[config.mk]
export PLATFORM = sky130hd
export DESIGN_NAME = bcdcnt_periph
export DESIGN_NICKNAME = d
export VERILOG_FILES = /design/src/rtl/bcdcnt_pkg.sv /design/src/rtl/bcdcnt_decode.sv /design/src/rtl/bcdcnt_prescaler.sv /design/src/rtl/bcdcnt_bcd_inc.sv /design/src/rtl/bcdcnt_bcd_check.sv /design/src/rtl/bcdcnt_periph.sv
export SDC_FILE = /design/constraint.sdc
export NUM_CORES = 1
export LEC_CHECK = 0
export ABC_AREA = 1
export CELL_PAD_IN_SITES_DETAIL_PLACEMENT = 0
export CELL_PAD_IN_SITES_GLOBAL_PLACEMENT = 2
export CORE_MARGIN = 5
export CORE_UTILIZATION = 29
export CTS_CLUSTER_SIZE = 25
export DETAILED_ROUTE_END_ITERATION = 6
export PLACE_DENSITY = 0.82
export SLEW_MARGIN = 20
export SYNTH_ARGS = -nofsm -noshare
export SYNTH_HDL_FRONTEND = slang
export SYNTH_HIERARCHICAL = 1
export SYNTH_SLANG_ARGS = --single-unit
[constraint.sdc]
create_clock -name clk -period 2.91 [get_ports clk]
set_input_delay 0.582 -clock clk [delete_from_list [all_inputs] [get_ports clk]]
set_output_delay 0.582 -clock clk [all_outputs]
set_load 0.02 [all_outputs]
[src/rtl/bcdcnt_pkg.sv]
package bcdcnt_pkg;

  localparam int REG_W = 32;

  // register offsets inside the 16-byte window
  localparam logic [3:0] OFS_CTRL  = 4'h0;
  localparam logic [3:0] OFS_STAT  = 4'h4;
  localparam logic [3:0] OFS_START = 4'h8;
  localparam logic [3:0] OFS_COUNT = 4'hC;

  // status field positions
  localparam int STAT_WARN_BIT = 0;
  localparam int STAT_FLAG_BIT = 1;

  // control register: bit0 run, bit1 irq enable, bit2 rate
  typedef struct packed {
    logic rate;
    logic ien;
    logic run;
  } ctrl_t;

  typedef enum logic [2:0] {
    SEL_NONE,
    SEL_CTRL,
    SEL_STAT,
    SEL_START,
    SEL_COUNT
  } reg_sel_e;

endpackage

[src/rtl/bcdcnt_decode.sv]
module bcdcnt_decode
  import bcdcnt_pkg::*;
#(
  parameter int ADDR_W = 6
) (
  input  logic [ADDR_W-1:0] addr,
  output reg_sel_e          sel
);

  logic in_window;

  generate
    if (ADDR_W > 4) begin : g_wide
      assign in_window = (addr[ADDR_W-1:4] == '0);
    end else begin : g_narrow
      assign in_window = 1'b1;
    end
  endgenerate

  always_comb begin
    sel = SEL_NONE;
    if (in_window) begin
      case (addr[3:0])
        OFS_CTRL:  sel = SEL_CTRL;
        OFS_STAT:  sel = SEL_STAT;
        OFS_START: sel = SEL_START;
        OFS_COUNT: sel = SEL_COUNT;
        default:   sel = SEL_NONE;
      endcase
    end
  end

endmodule

[src/rtl/bcdcnt_prescaler.sv]
module bcdcnt_prescaler #(
  parameter int CLK_HZ = 50_000_000
) (
  input  logic clk,
  input  logic rst,
  input  logic run,
  input  logic fast,
  input  logic restart,
  output logic tick
);

  localparam int SLOW_LEN = CLK_HZ;
  localparam int FAST_LEN = CLK_HZ / 2;
  localparam int PW       = $clog2(SLOW_LEN);

  logic [PW-1:0] cnt_q;
  logic [PW-1:0] last;
  logic          at_end;

  assign last   = fast ? PW'(FAST_LEN - 1) : PW'(SLOW_LEN - 1);
  assign at_end = (cnt_q == last);
  assign tick   = run && !restart && at_end;

  always_ff @(posedge clk) begin
    if (rst || !run || restart) begin
      cnt_q <= '0;
    end else if (at_end) begin
      cnt_q <= '0;
    end else begin
      cnt_q <= cnt_q + 1'b1;
    end
  end

endmodule

[src/rtl/bcdcnt_bcd_inc.sv]
module bcdcnt_bcd_inc #(
  parameter int DIGITS = 4
) (
  input  logic [4*DIGITS-1:0] din,
  output logic [4*DIGITS-1:0] dout
);

  logic [DIGITS-1:0] carry;

  assign carry[0] = 1'b1;

  generate
    for (genvar g = 0; g < DIGITS; g++) begin : g_dig
      logic [3:0] d;
      assign d = din[4*g +: 4];
      assign dout[4*g +: 4] = !carry[g] ? d : ((d == 4'd9) ? 4'd0 : d + 4'd1);
      if (g < DIGITS - 1) begin : g_carry
        assign carry[g+1] = carry[g] && (d == 4'd9);
      end
    end
  endgenerate

endmodule

[src/rtl/bcdcnt_bcd_check.sv]
module bcdcnt_bcd_check #(
  parameter int DIGITS = 4
) (
  input  logic [4*DIGITS-1:0] din,
  output logic                valid
);

  logic [DIGITS-1:0] bad;

  generate
    for (genvar g = 0; g < DIGITS; g++) begin : g_nib
      assign bad[g] = (din[4*g +: 4] > 4'd9);
    end
  endgenerate

  assign valid = ~|bad;

endmodule

[src/rtl/bcdcnt_periph.sv]
module bcdcnt_periph
  import bcdcnt_pkg::*;
#(
  parameter int CLK_HZ = 50_000_000,
  parameter int ADDR_W = 6,
  parameter int DIGITS = 4
) (
  input  logic              clk,
  input  logic              rst,
  input  logic              bus_sel,
  input  logic              bus_en,
  input  logic              bus_wr,
  input  logic [ADDR_W-1:0] bus_addr,
  input  logic [REG_W-1:0]  bus_wdata,
  output logic [REG_W-1:0]  bus_rdata,
  output logic              irq
);

  localparam int CW = 4 * DIGITS;

  reg_sel_e        reg_sel;
  logic            wr_stb;
  logic            rd_setup;
  ctrl_t           ctrl_q, ctrl_d, wr_ctrl;
  logic            ifg_q, ifg_d;
  logic            warn_q, warn_d;
  logic [CW-1:0]   start_q, start_d;
  logic [CW-1:0]   count_q, count_d, count_inc;
  logic [REG_W-1:0] rdata_q, rd_val;
  logic            irq_q;
  logic            en_rise, rate_chg, restart, tick, start_ok;
  logic            unused_wdata;

  assign unused_wdata = ^bus_wdata[REG_W-1:CW];

  bcdcnt_decode #(.ADDR_W(ADDR_W)) i_decode (
    .addr (bus_addr),
    .sel  (reg_sel)
  );

  assign wr_stb   = bus_sel && bus_en && bus_wr;
  assign rd_setup = bus_sel && !bus_en && !bus_wr;
  assign wr_ctrl  = ctrl_t'(bus_wdata[2:0]);

  assign en_rise  = wr_stb && (reg_sel == SEL_CTRL) && wr_ctrl.run && !ctrl_q.run;
  assign rate_chg = wr_stb && (reg_sel == SEL_CTRL) && (wr_ctrl.rate != ctrl_q.rate);
  assign restart  = en_rise || rate_chg;

  bcdcnt_prescaler #(.CLK_HZ(CLK_HZ)) i_prescaler (
    .clk     (clk),
    .rst     (rst),
    .run     (ctrl_q.run),
    .fast    (ctrl_q.rate),
    .restart (restart),
    .tick    (tick)
  );

  bcdcnt_bcd_inc #(.DIGITS(DIGITS)) i_inc (
    .din  (count_q),
    .dout (count_inc)
  );

  bcdcnt_bcd_check #(.DIGITS(DIGITS)) i_check (
    .din   (bus_wdata[CW-1:0]),
    .valid (start_ok)
  );

  always_comb begin
    ctrl_d  = ctrl_q;
    ifg_d   = ifg_q;
    warn_d  = warn_q;
    start_d = start_q;
    count_d = count_q;

    if (wr_stb && reg_sel == SEL_CTRL) begin
      ctrl_d = wr_ctrl;
    end

    if (wr_stb && reg_sel == SEL_START) begin
      start_d = bus_wdata[CW-1:0];
      warn_d  = !start_ok;
    end

    if (tick) begin
      ifg_d = 1'b1;
    end else if (wr_stb && reg_sel == SEL_STAT) begin
      ifg_d = bus_wdata[STAT_FLAG_BIT];
    end

    if (en_rise) begin
      count_d = warn_q ? '0 : start_q;
    end else if (tick) begin
      count_d = count_inc;
    end
  end

  always_comb begin
    rd_val = '0;
    case (reg_sel)
      SEL_CTRL:  rd_val = REG_W'(ctrl_q);
      SEL_STAT:  begin
        rd_val[STAT_FLAG_BIT] = ifg_q;
        rd_val[STAT_WARN_BIT] = warn_q;
      end
      SEL_START: rd_val = REG_W'(start_q);
      SEL_COUNT: rd_val = REG_W'(count_q);
      default:   rd_val = '0;
    endcase
  end

  always_ff @(posedge clk) begin
    if (rst) begin
      ctrl_q  <= '0;
      ifg_q   <= 1'b0;
      warn_q  <= 1'b0;
      start_q <= '0;
      count_q <= '0;
      rdata_q <= '0;
      irq_q   <= 1'b0;
    end else begin
      ctrl_q  <= ctrl_d;
      ifg_q   <= ifg_d;
      warn_q  <= warn_d;
      start_q <= start_d;
      count_q <= count_d;
      irq_q   <= ctrl_d.ien && ifg_d;
      if (rd_setup) begin
        rdata_q <= rd_val;
      end
    end
  end

  assign bus_rdata = rdata_q;
  assign irq       = irq_q;

endmodule

==> results.tsv <==
stage	metric	value	unit
sta	fin_worst_skew	0.0111	ns
power	cellLeakagePower	2.20	nW
sta	relSlewSlack	0.640	
floorplanning	initial_core_util	0.297	
sta	finalCriticalPeriod	2.50	ns
grt	grt_start_max_net_pins	31	
worst_hold_path	min_to	i_prescaler/cnt_q[0]	
routing	drt_iter0_drc	248	
cts	root_buffer	clkbuf_16	
worst_setup_path	start_kind	input pin	
cts	htreeDepth	3	
logic_synthesis	ys_ff_latch	80	
sta	tns	0	ns
grt	grt_pass1_vias	4359	
logic_synthesis	synthDistinctLibCells	38	
final_layout	fin_area	5690	um2
routing	ant_nets	0	
sta	worstMarginPinSlew	0.540	ns
worst_setup_path	reg2regPathDepth	13	
power	power	2.35	mW
worst_setup_path	regToRegSetupSlack	0.80	ns
grt	grt_usage	0.138	
logic_synthesis	ys_top_cells_by_count	nand2_1, nor2_1, inv_1	
final_layout	multi_input_comb_area	2620	um2
floorplanning	rows	46	
logic_synthesis	syn_area	4760	um2
worst_hold_path	hp-start	i_prescaler/cnt_q[0]	
worst_setup_path	crit_type	input pin to register	
worst_setup_path	crit_path_top_delay_cell	clkdlybuf4s50_1	
sta	fin_crit_sh	0.860	
logic_synthesis	yosys-top-cells-area	dfxtp_1, nand2_1, nor2_1, nand3_1, inv_1	
cts	clkTransAtPathRegs	0.06	ns
worst_setup_path	cp_max_fo	5	
logic_synthesis	synth_most_common_cell	nand2_1	
cts	cts_resized	0	
worst_setup_path	slowest_delay	0.41	ns
worst_setup_path	worstPathRequired	3.20	ns
place	io_buffers	43	
place	dpl_worst_slack	0.0451	ns
run	max_cap_viol_count	0	
worst_setup_path	crit_arrival	2.79	ns
routing	dr.pass1.iters	4	
cts	post_cts_buffers	0	
logic_synthesis	yosysTopAreaCell	dfxtp_1	
final_layout	area_growth	19.5	%
routing	via_per_inst	4.56	
floorplanning	die_x	138	um
power	ir_drop	0.295	mV
routing	post_drt_wl_per_cell	13.1	um
cts	clockBufferDepth	2	
grt	grt_overflow_total	0	
floorplanning	core-area	16000	um2
worst_setup_path	worstPathCellList	clkdlybuf4s50_1 -> nor2_2 -> nand2_1 -> nor2_1 -> nand3_1 -> nor2_4 -> inv_1 -> o31ai_1 -> nor3_1 -> inv_1 -> buf_4 -> nand3_1 -> nand2_1 -> nor2_1 -> nor2_1	
sta	worst_hold_slack	0.451	ns
logic_synthesis	async_flop_share	0	
power	power_density	414	nW/um2
worst_setup_path	endpoint_kind	register	
final_layout	nets	830	
cts	cts_sinks	80	
worst_setup_path	r2r_end	count_q[3]	
logic_synthesis	syn-instance-count	739	
cts	insertion_delay	0.35	ns
grt	antenna_found_initial	0	
routing	drc	0	
sta	setup_slack	0.408	ns
final_layout	antenna_cells	0	
sta	hold_viol	0	
logic_synthesis	synth_edf_count	0	
sta	max_freq	0.400	GHz
cts	cts_buffers	9	
floorplanning	die-area	19100	um2
worst_hold_path	worst_hold_path_type	register to register	
place	dp_cells	991	
place	place_area	5390	um2
floorplanning	num_io_pins	76	
logic_synthesis	synth_top_area_share	0.337	
worst_setup_path	path_delay_family	simple AND/OR/NAND/NOR gates	
logic_synthesis	yosysSeqAreaShare	0.337	
routing	wirelength	13200	um
final_layout	final_util	0.355	
cts	cts_hold_buf	0	
final_layout	regArea	1600	um2
floorplanning	fp.dieH	138	um
routing	vias	4591	
logic_synthesis	synth-main-ff-cell	dfxtp_1	
sta	finalSetupViolCount	0	
final_layout	fill_cells	1803	
worst_setup_path	reg2reg_from	i_prescaler/cnt_q[0]	
cts	cts_tree	done	
worst_hold_path	min_path_cells	1	
final_layout	fin_cells	1007	
sta	rsz0062_at_grt	no	
worst_setup_path	critPathBufInv	4	
grt	grt_pass1_wl	21800	um
status	status	completed	
logic_synthesis	syn_avg_cell_area	6.44	um2
worst_setup_path	cp_common_cell	nor2_1	
sta	slew_viol_final	0	
final_layout	drive_gt1_frac	0.0834	
place	routabilityCongestion	0.804	
place	dpl.hpwl	10100	um
logic_synthesis	ys.warnings.count	6	
## sequential cells by signal, summed over array words and instances (netlist names)
name and cells:
i_prescaler/cnt_q 26, warn_q 1, start_q 16, count_q 16, ifg_q 1, irq 1
ctrl_q 3, bus_rdata 16
## logic make-up after synthesis
| group | Yosys count | synth area share |
|---|---|---|
| compound gates | 87 | 0.0936 |
| xor+xnor | 16 | 0.0294 |
| simple gates | 425 | 0.412 |
| fa+ha+maj | 1 | 0.00263 |
| buf+inv | 129 | 0.125 |
| flops | 80 | 0.337 |
| other cells | 1 | 0.000788 |
## cell usage in the layout (no fill, tap or decap), types with 2 or more instances in the layout
cell / synthesis / final
o21ai_1: 9 / 9
nand2_1: 195 / 195
a21oi_1: 35 / 35
nor2_2: 4 / 4
nor2_1: 105 / 105
nor3_1: 6 / 6
o21ai_0: 39 / 39
xnor2_1: 4 / 4
and2_1: 3 / 3
clkinv_2: 0 / 2
nand2_2: 5 / 5
dfxtp_1: 80 / 80
nor2_4: 6 / 6
nand3b_1: 3 / 3
xor2_1: 12 / 12
nor2_8: 3 / 3
nand3_1: 65 / 65
inv_1: 83 / 83
buf_4: 17 / 17
inv_2: 5 / 5
clkbuf_16: 0 / 9
nand4_1: 20 / 20
conb_1: 1 / 16
nand3_2: 5 / 5
clkdlybuf4s50_1: 0 / 43
## layout make-up
class | instances | area share
Clock buffer | 11 | 0.0427
Clock inverter | 5 | 0.00990
Inverter | 90 | 0.0598
Multi-Input combinational cell | 545 | 0.460
Sequential cell | 80 | 0.282
Tap cell | 216 | 0.0475
Timing Repair Buffer | 60 | 0.0981
## worst max path at each step
stage / slack (ns) / cells past startpoint / from / end
6_report: 0.41 / 15 / bus_addr[5] / count_q[3]
3_3_place_gp: 0.07 / 15 / bus_addr[5] / count_q[10]
4_1_cts: 0.38 / 14 / bus_addr[5] / count_q[8]
5_1_grt: 0.08 / 14 / bus_addr[1] / count_q[8]
2_1_floorplan: 0.20 / 14 / bus_addr[1] / count_q[0]
3_5_place_dp: 0.05 / 14 / bus_addr[5] / count_q[8]
## report_power, final
| part | switching, mW | internal (mW) | total [mW] |
|---|---|---|---|
| Combinational | 0.0687 | 0.0437 | 0.112 |
| Sequential | 0.000262 | 1.10 | 1.10 |
| Clock | 0.460 | 0.687 | 1.15 |
## routing by layer
metal,GRT usage,up-vias,wire length [um]
li1,-,2407,-
met1,0.174,2083,6030
met2,0.238,78,6500
met5,0,-,0
met3,0.0183,23,402
met4,0.0567,0,301
Power figures use the tool's default switching activity.
